$ cat src/rtl/bcd_alu_pkg.sv
package bcd_alu_pkg;
  typedef enum logic [4:0] {
    OP_PASS = 5'd0,
    OP_ADC  = 5'd1,
    OP_SBC  = 5'd2,
    OP_AND  = 5'd3,
    OP_OR   = 5'd4,
    OP_XOR  = 5'd5,
    OP_INC  = 5'd6,
    OP_DEC  = 5'd7,
    OP_ASL  = 5'd8,
    OP_LSR  = 5'd9,
    OP_ROL  = 5'd10,
    OP_ROR  = 5'd11
  } alu_op_e;

  localparam int DIGIT_W   = 4;
  localparam int DIGIT_MAX = 9;
  localparam int DIGIT_FIX = 6;
endpackage

$ cat src/rtl/bcd_alu_core.sv
module bcd_alu_core
  import bcd_alu_pkg::*;
#(
  parameter int DW = 8
) (
  input  logic               bypass,
  input  logic               cin,
  input  logic               vin,
  input  logic [DW-1:0]      op1,
  input  logic [DW-1:0]      op2,
  input  logic [5:0]         func,
  output logic [DW-1:0]      result,
  output logic               flag_n,
  output logic               flag_z,
  output logic               flag_c,
  output logic               flag_v,
  output logic               pc_carry,
  output logic [DW/DIGIT_W-1:0] dig_ovf
);
  localparam int NDIG = DW / DIGIT_W;

  alu_op_e op;
  logic [DW:0]   sum_w, dif_w;
  logic [DW-1:0] pc_lo;
  logic          is_add, is_sub;

  assign op     = bypass ? OP_PASS : alu_op_e'(func[5:1]);
  assign is_add = (op == OP_ADC);
  assign is_sub = (op == OP_SBC);

  assign sum_w = {1'b0, op1} + {1'b0, op2} + {{DW{1'b0}}, cin};
  assign dif_w = {1'b0, op1} + {1'b0, ~op2} + {{DW{1'b0}}, cin};

  // branch-offset carry on the low byte
  assign pc_lo    = op1 + op2;
  assign pc_carry = (pc_lo < op1) ^ func[0];

  always_comb begin
    result = op1;
    flag_c = cin;
    flag_v = vin;
    unique case (op)
      OP_ADC: begin
        result = sum_w[DW-1:0];
        flag_c = sum_w[DW];
        flag_v = (op1[DW-1] == op2[DW-1]) && (sum_w[DW-1] != op1[DW-1]);
      end
      OP_SBC: begin
        result = dif_w[DW-1:0];
        flag_c = dif_w[DW];
        flag_v = (op1[DW-1] != op2[DW-1]) && (dif_w[DW-1] != op1[DW-1]);
      end
      OP_AND: result = op1 & op2;
      OP_OR:  result = op1 | op2;
      OP_XOR: result = op1 ^ op2;
      OP_INC: result = op1 + 1'b1;
      OP_DEC: result = op1 - 1'b1;
      OP_ASL: begin result = {op1[DW-2:0], 1'b0}; flag_c = op1[DW-1]; end
      OP_LSR: begin result = {1'b0, op1[DW-1:1]}; flag_c = op1[0];    end
      OP_ROL: begin result = {op1[DW-2:0], cin};  flag_c = op1[DW-1]; end
      OP_ROR: begin result = {cin, op1[DW-1:1]};  flag_c = op1[0];    end
      default: ;
    endcase
  end

  assign flag_n = result[DW-1];
  assign flag_z = (result == '0);

  // per-digit decimal carry/borrow chain
  logic [NDIG:0] dchain;
  assign dchain[0] = is_sub ? ~cin : cin;

  for (genvar g = 0; g < NDIG; g++) begin : g_digit
    logic [DIGIT_W:0] a_d, b_d, c_d, dval;
    logic             over;
    assign a_d  = {1'b0, op1[g*DIGIT_W +: DIGIT_W]};
    assign b_d  = {1'b0, op2[g*DIGIT_W +: DIGIT_W]};
    assign c_d  = {{DIGIT_W{1'b0}}, dchain[g]};
    assign dval = is_sub ? (a_d - b_d - c_d) : (a_d + b_d + c_d);
    assign over = is_sub ? dval[DIGIT_W] : (dval > (DIGIT_W+1)'(DIGIT_MAX));
    assign dchain[g+1] = over;
    assign dig_ovf[g]  = (is_add || is_sub) && over;
  end
endmodule

$ cat src/rtl/bcd_fix_reg.sv
module bcd_fix_reg
  import bcd_alu_pkg::*;
#(
  parameter int DW = 8
) (
  input  logic                  clk,
  input  logic                  rst,
  input  logic                  hold,
  input  logic                  fetch_clr,
  input  logic                  dec_en,
  input  logic [DW/DIGIT_W-1:0] dig_ovf,
  output logic [DW-1:0]         fix_const
);
  localparam int NDIG = DW / DIGIT_W;

  for (genvar g = 0; g < NDIG; g++) begin : g_nib
    logic [DIGIT_W-1:0] nib_q;
    always_ff @(posedge clk) begin
      if (rst)                    nib_q <= '0;
      else if (!hold) begin
        if (fetch_clr)            nib_q <= '0;
        else if (dec_en && dig_ovf[g]) nib_q <= DIGIT_W'(DIGIT_FIX);
      end
    end
    assign fix_const[g*DIGIT_W +: DIGIT_W] = nib_q;


    nib_legal_chk: assert property (@(posedge clk) disable iff (rst)
      (nib_q == '0) || (nib_q == DIGIT_W'(DIGIT_FIX)));
  end


  hold_freeze_chk: assert property (@(posedge clk) disable iff (rst)
    hold |=> $stable(fix_const));

  fetch_clear_chk: assert property (@(posedge clk) disable iff (rst)
    (fetch_clr && !hold) |=> (fix_const == '0));

  no_dec_keep_chk: assert property (@(posedge clk) disable iff (rst)
    (!dec_en && !fetch_clr) |=> $stable(fix_const));
endmodule

$ cat src/rtl/bcd_alu_top.sv
module bcd_alu_top
  import bcd_alu_pkg::*;
#(
  parameter int DW = 8
) (
  input  logic          clk,
  input  logic          rst,
  input  logic          hold,
  input  logic          fetch_clr,
  input  logic          dec_en,
  input  logic          bypass,
  input  logic          cin,
  input  logic          vin,
  input  logic [DW-1:0] op1,
  input  logic [DW-1:0] op2,
  input  logic [5:0]    func,
  output logic [DW-1:0] result,
  output logic          flag_n,
  output logic          flag_z,
  output logic          flag_c,
  output logic          flag_v,
  output logic          pc_carry,
  output logic          bcd_ovf_lo,
  output logic          bcd_ovf_hi,
  output logic [DW-1:0] fix_const
);
  localparam int NDIG = DW / DIGIT_W;

  logic [NDIG-1:0] dig_ovf;

  bcd_alu_core #(.DW(DW)) i_core (
    .bypass(bypass), .cin(cin), .vin(vin), .op1(op1), .op2(op2), .func(func),
    .result(result), .flag_n(flag_n), .flag_z(flag_z), .flag_c(flag_c),
    .flag_v(flag_v), .pc_carry(pc_carry), .dig_ovf(dig_ovf)
  );

  bcd_fix_reg #(.DW(DW)) i_fix (
    .clk(clk), .rst(rst), .hold(hold), .fetch_clr(fetch_clr),
    .dec_en(dec_en), .dig_ovf(dig_ovf), .fix_const(fix_const)
  );

  assign bcd_ovf_lo = dig_ovf[0];
  assign bcd_ovf_hi = dig_ovf[NDIG-1];


  bypass_pass_chk: assert property (@(posedge clk) disable iff (rst)
    bypass |-> (result == op1 && flag_c == cin && flag_v == vin));

  bcd_quiet_chk: assert property (@(posedge clk) disable iff (rst)
    (bypass || (func[5:1] != OP_ADC && func[5:1] != OP_SBC)) |-> (dig_ovf == '0));

  zero_flag_chk: assert property (@(posedge clk) disable iff (rst)
    flag_z |-> (result == '0 && !flag_n));
endmodule

$ cat config.mk
export PLATFORM = sky130hd
export DESIGN_NAME = bcd_alu_top
export DESIGN_NICKNAME = d
export VERILOG_FILES = /design/src/rtl/bcd_alu_pkg.sv /design/src/rtl/bcd_alu_core.sv /design/src/rtl/bcd_fix_reg.sv /design/src/rtl/bcd_alu_top.sv
export SDC_FILE = /design/constraint.sdc
export NUM_CORES = 1
export LEC_CHECK = 0
export BUFFER_PORTS_ARGS = -buffer_cell sky130_fd_sc_hd__buf_2
export CAP_MARGIN = 5
export CORE_UTILIZATION = 55
export DETAILED_ROUTE_END_ITERATION = 7
export PLACE_DENSITY = 0.86
export SYNTH_ARGS = -nofsm -noshare
export SYNTH_HDL_FRONTEND = slang
export SYNTH_SLANG_ARGS = --single-unit
$ cat constraint.sdc
create_clock -name clk -period 5.25 [get_ports clk]
set_clock_uncertainty 0.05 [all_clocks]
set_input_delay 0.525 -clock clk [delete_from_list [all_inputs] [get_ports clk]]
set_output_delay 0.525 -clock clk [all_outputs]
set_load 0.005 [all_outputs]
# Yosys cells after proc, flatten, opt, wreduce, memory -nomap -nowiden
# Index checks and enable logic that the tools add are counted.
[op_classes]
addsub = 15
magnitude_cmp = 3
n_eq_ne = 15
mux = 13
n_bitwise = 7
reduce_logical = 14
[ops]
columns = ["operator", "count"]
rows = [
  ["$pmux W8 S11", 1],
  ["$eq A5 B3 Y1 const B", 4],
  ["$eq A5 B4 Y1 const B", 4],
  ["$add A8 B8 Y9", 2],
  ["$add A9 B1 Y9", 2],
  ["$mux W4", 4],
  ["$mux W5", 3],
  ["$add A4 B4 Y5", 2],
  ["$add A5 B1 Y5", 2],
  ["$eq A5 B2 Y1 const B", 2],
  ["$gt A5 B4 Y1 const B", 2],
  ["$sub A4 B4 Y5", 2],
  ["$sub A5 B1 Y5", 2],
  ["$add A8 B1 Y8 const B", 1],
  ["$add A8 B8 Y8", 1],
  ["$and A8 B8 Y8", 1],
  ["$logic_not A8 Y1", 1],
  ["$lt A8 B8 Y1", 1],
  ["$not A8 Y8", 1],
  ["$or A8 B8 Y8", 1],
  ["$sub A8 B1 Y8 const B", 1],
  ["$xor A8 B8 Y8", 1],
  ["$logic_and A1 B1 Y1", 6],
  ["$eq A5 B1 Y1 const B", 1],
  ["11 further kinds", 19],
]
[word_totals]
ff_bits = 8
input_bits = 30
output_inout_bits = 23
elab_cells = 69

# Logic depth before layout (Yosys ltp)
[logic_depth]
word_depth = 15
depth_mapped = 25

# Cells and area by module
# Synthesis repeated with hierarchy kept, for this count alone.
[hier_totals]
cells_unflattened = 362
hier_area_um2 = 2710.1
[by_module_without_submodules]
columns = ["mod", "instances", "cells_each", "area_per_inst_um2", "seq_area_each_um2"]
rows = [
  ["bcd_alu_core", 1, 346, 2577.5, 0.0],
  ["bcd_fix_reg", 1, 16, 132.6, 40.0],
]

# Worst setup path after synthesis
# OpenSTA, ideal clock, no wires.
[synth_timing]
path_type = "input to output"
from = "input func[4]"
to = "output bcd_ovf_hi"
arrival_ns = 4.066
t_required_ns = 4.675
path_slack_ns = 0.609
cell_stages = 19
cell_sequence = "nor3b_1 and3b_1 buf_2 xnor2_1 inv_1 fa_1 inv_1 fa_1 a21oi_1 nor3_1 o21a_1 inv_1 fa_1 inv_1 fa_1 xor2_1 nor2_1 o31a_1 o22ai_1"
[synth_between]
elab_chain_cells = 12
word_cells_on_any_way = 16
[synth_rtl]
columns = ["element", "line", "source"]
rows = [
  ["start, declared", "bcd_alu_top.sv:16", "input logic [5:0] func,"],
  ["$mux W5 (*)", "bcd_alu_core.sv:27", "assign op = bypass ? OP_PASS : alu_op_e'(func[5:1]);"],
  ["$eq A5 B2 Y1", "bcd_alu_core.sv:29", "assign is_sub = (op == OP_SBC);"],
  ["$mux W1", "bcd_alu_core.sv:71", "assign dchain[0] = is_sub ? ~cin : cin;"],
  ["$add A5 B1 Y5 / $sub A5 B1 Y5 (equally long branches)", "bcd_alu_core.sv:79", "assign dval = is_sub ? (a_d - b_d - c_d) : (a_d + b_d + c_d);"],
  ["$mux W5", "bcd_alu_core.sv:79", ""],
  ["$gt A5 B4 Y1", "bcd_alu_core.sv:80", "assign over = is_sub ? dval[DIGIT_W] : (dval > (DIGIT_W+1)'(DIGIT_MAX));"],
  ["$mux W1", "bcd_alu_core.sv:80", ""],
  ["$add A5 B1 Y5 / $sub A5 B1 Y5 (equally long branches)", "bcd_alu_core.sv:79", ""],
  ["$mux W5", "bcd_alu_core.sv:79", ""],
  ["$gt A5 B4 Y1", "bcd_alu_core.sv:80", ""],
  ["$mux W1", "bcd_alu_core.sv:80", ""],
  ["$logic_and A1 B1 Y1 (*)", "bcd_alu_core.sv:82", "assign dig_ovf[g] = (is_add || is_sub) && over;"],
  ["end, declared", "bcd_alu_top.sv:24", "output logic bcd_ovf_hi,"],
]
# Every way passes the cells marked *; elsewhere a longest branch is shown, timed or not.

# Worst setup path after layout
# Ends and elaborated chain as after synthesis.

==> summary.txt <==
Status -> complete, but fails checks
Failing checks -> design-rule violations
Largest Register -> i_fix.g_nib.nib_q
Fill cells -> 396
Core ar. -> 4470 um2
Clock power share -> 18.1%
Hold Vio Cnt, Final -> 0
Die area -> 5070 um2
Grt total ovfl -> 0
Global-route wire length before repair -> 12700 um
Slew HR -> 41.1%
Syn Inst Count -> 351
GRT Total Usage -> 31.8%
Synth warn -> 0
HPWL Detailed -> 6220 um
Top cells by area, synth -> ha_1, fa_1, inv_1
Synthesized area per cell -> 7.50 um2
Post-synth EDFFs -> 0
DRT Pass-1 Iters -> 8
Hold buffers post-CTS -> 0
Peak supply drop -> 0.0000964 V
Iteration-0 DRC Markers -> 405
Final setup vio count -> 0
Worst setup EP type -> output pin
Max reg flops -> 2
Synth top area share -> 19.5%
CTS tree -> built
GPL Wtd Cong -> 0.957
Initial antenna violation count -> 0
Mapped Area -> 2630 um2
Share of layout cells above drive strength 1 -> 16.3%
Arr. time, crit path -> 4.26 ns
Tmin final -> 4.84 ns
Number of port buffers -> 48
Root buf cell -> clkbuf_8
Initial Util -> 58.8%
Ys flop type -> dfxtp_1
RSZ-0062 raised after global routing -> no
Post-synthesis sequential area ratio -> 1.52%
Pins Over Slew Limit -> 0
Total wire length -> 7740 um
H-Tree Level Count -> 1
Worst skew pair latency -> 0.21 ns
Switching part of the total -> 49.3%
Final nets -> 474
Int Pwr -> 0.175 mW
I/O Pins -> 53
Combinational share of power -> 77.4%
Wire per inst -> 17.6 um
Chip height -> 71.2 um
Maximum count of clock buffers along a single path -> 2
Largest area contributor in the netlist -> ha_1
Vias post-DR -> 2868
Residual DRC -> 6
Crit path required time -> 4.68 ns
Switching power -> 0.170 mW
Critical path class -> input port to output pin
HP Class -> flip-flop to flip-flop
Largest registers -> i_fix.g_nib.nib_q x2
Fmax achieved -> 207 MHz
Postcts setup bufs -> 0
CP max FO -> 7
Worst Max-Slew Pin Slew -> 0.876 ns
Startpoint types -> input port
Flop pwr share -> 4.5%
Max_cap viols -> 0
Final period util -> 92.2%
Pwr Density -> 119 nW/um2
Most frequent cells in the layout -> buf_2, ha_1, inv_1
R2r setup slk -> 4.57 ns
Clk slew on worst S/H paths -> 0.03 ns
Leading cell type in the layout, fill and taps excluded -> buf_2
P_leak -> 1.39 nW
Via-to-Cell Ratio -> 6.53
Synthesized flop and latch total -> 2
TNS Setup -> 0 ns
Distinct cells, synth -> 62
Standard-cell row count -> 24
# diodes -> 0
Post-CTS Resized -> 0
Cts bufs inserted -> 3
P&R area growth vs syn -> 9.65%
Vias in the first global route -> 2651
Clock sink count -> 2
Hold WS -> 0.432 ns
Die width -> 71.2 um
Final antenna-violating net count -> 0
Async set or reset register ratio after synthesis -> 0%
Largest net degree at the start of global routing -> 17
cell families after synthesis:
group / share of synthesized area (%)
compound gates: 31.1
fa+ha+maj: 30.1
flops: 1.52
xor+xnor: 5.99
mux: 0.570
simple gates: 20.0
buf+inv: 10.5
other cells: 0.142
metal layers:
metal | GRT usage, % | vias to the layer above | share of wire, %
met5 | 0 | - | 0
met4 | 9.56 | 0 | 2.6
met3 | 4.99 | 27 | 10
met2 | 50.9 | 172 | 46
met1 | 43.9 | 1335 | 41
li1 | - | 1334 | -
final cells by class:
class,count,area (um2),area share [%]
Clock buffer,3,41.3,1.43
Multi-Input combinational cell,291,2330,80.6
Inverter,40,150,5.20
Timing Repair Buffer,51,263,9.10
Sequential cell,2,40.0,1.39
Tap cell,52,65.1,2.25
critical path, cell delays in order:
cell and delay, ns:
buf_2 0.13, nor3b_1 0.25, and3b_1 0.25, xnor2_1 0.17, inv_1 0.08, fa_1 0.39, inv_1 0.09, fa_1 0.40
a21oi_1 0.13, nor3_1 0.06, o21a_1 0.21, inv_1 0.11, fa_1 0.19, inv_1 0.05, fa_1 0.39, xor2_1 0.15
nor2_1 0.05, o31a_1 0.29, o22ai_1 0.18, buf_2 0.16
path summary, 6_finish.rpt:
path,start,endpoint,cells past startpoint
worst max register to register,i_fix.g_nib[1].nib_q[1],i_fix.g_nib[1].nib_q[1],2
worst min register to register,i_fix.g_nib[0].nib_q[1],i_fix.g_nib[0].nib_q[1],1
worst max-delay path,func[4],bcd_ovf_hi,20
worst min-delay path,i_fix.g_nib[0].nib_q[1],i_fix.g_nib[0].nib_q[1],1
power by group through the flow:
| stage | logic, mW | registers (mW) | clock network [mW] |
|---|---|---|---|
| detailed placement | 0.262 | 0.0156 | 0 |
| global placement | 0.256 | 0.0156 | 0 |
| floorplan | 0.185 | 0.0156 | 0 |
| finish | 0.267 | 0.0154 | 0.0625 |
| CTS | 0.263 | 0.0154 | 0.0633 |
| global route | 0.296 | 0.0154 | 0.0651 |
stage by stage:
step	worst slack, ns	util, %	power [mW]	instance area (um2)	cells
floorplan	0.609	-	0.201	2640	354
global placement	0.545	63.6	0.271	2850	436
detailed placement	0.404	63.6	0.277	2850	436
CTS	0.388	64.5	0.342	2890	439
global route	0.124	64.5	0.376	2890	439
finish	0.410	64.5	0.345	2890	439
cells in the mapped netlist (all sizes together) (6+ instances only):
cell     instances
clkbuf           9
buf             12
nand2           28
nand3            9
xnor2           14
nor3             8
o21a             6
a21oi           28
inv             40
o2111ai          6
nor2b            9
ha              41
fa              14
o21ai           15
nor2            16
No activity file was read; power rests on OpenSTA's default activity.
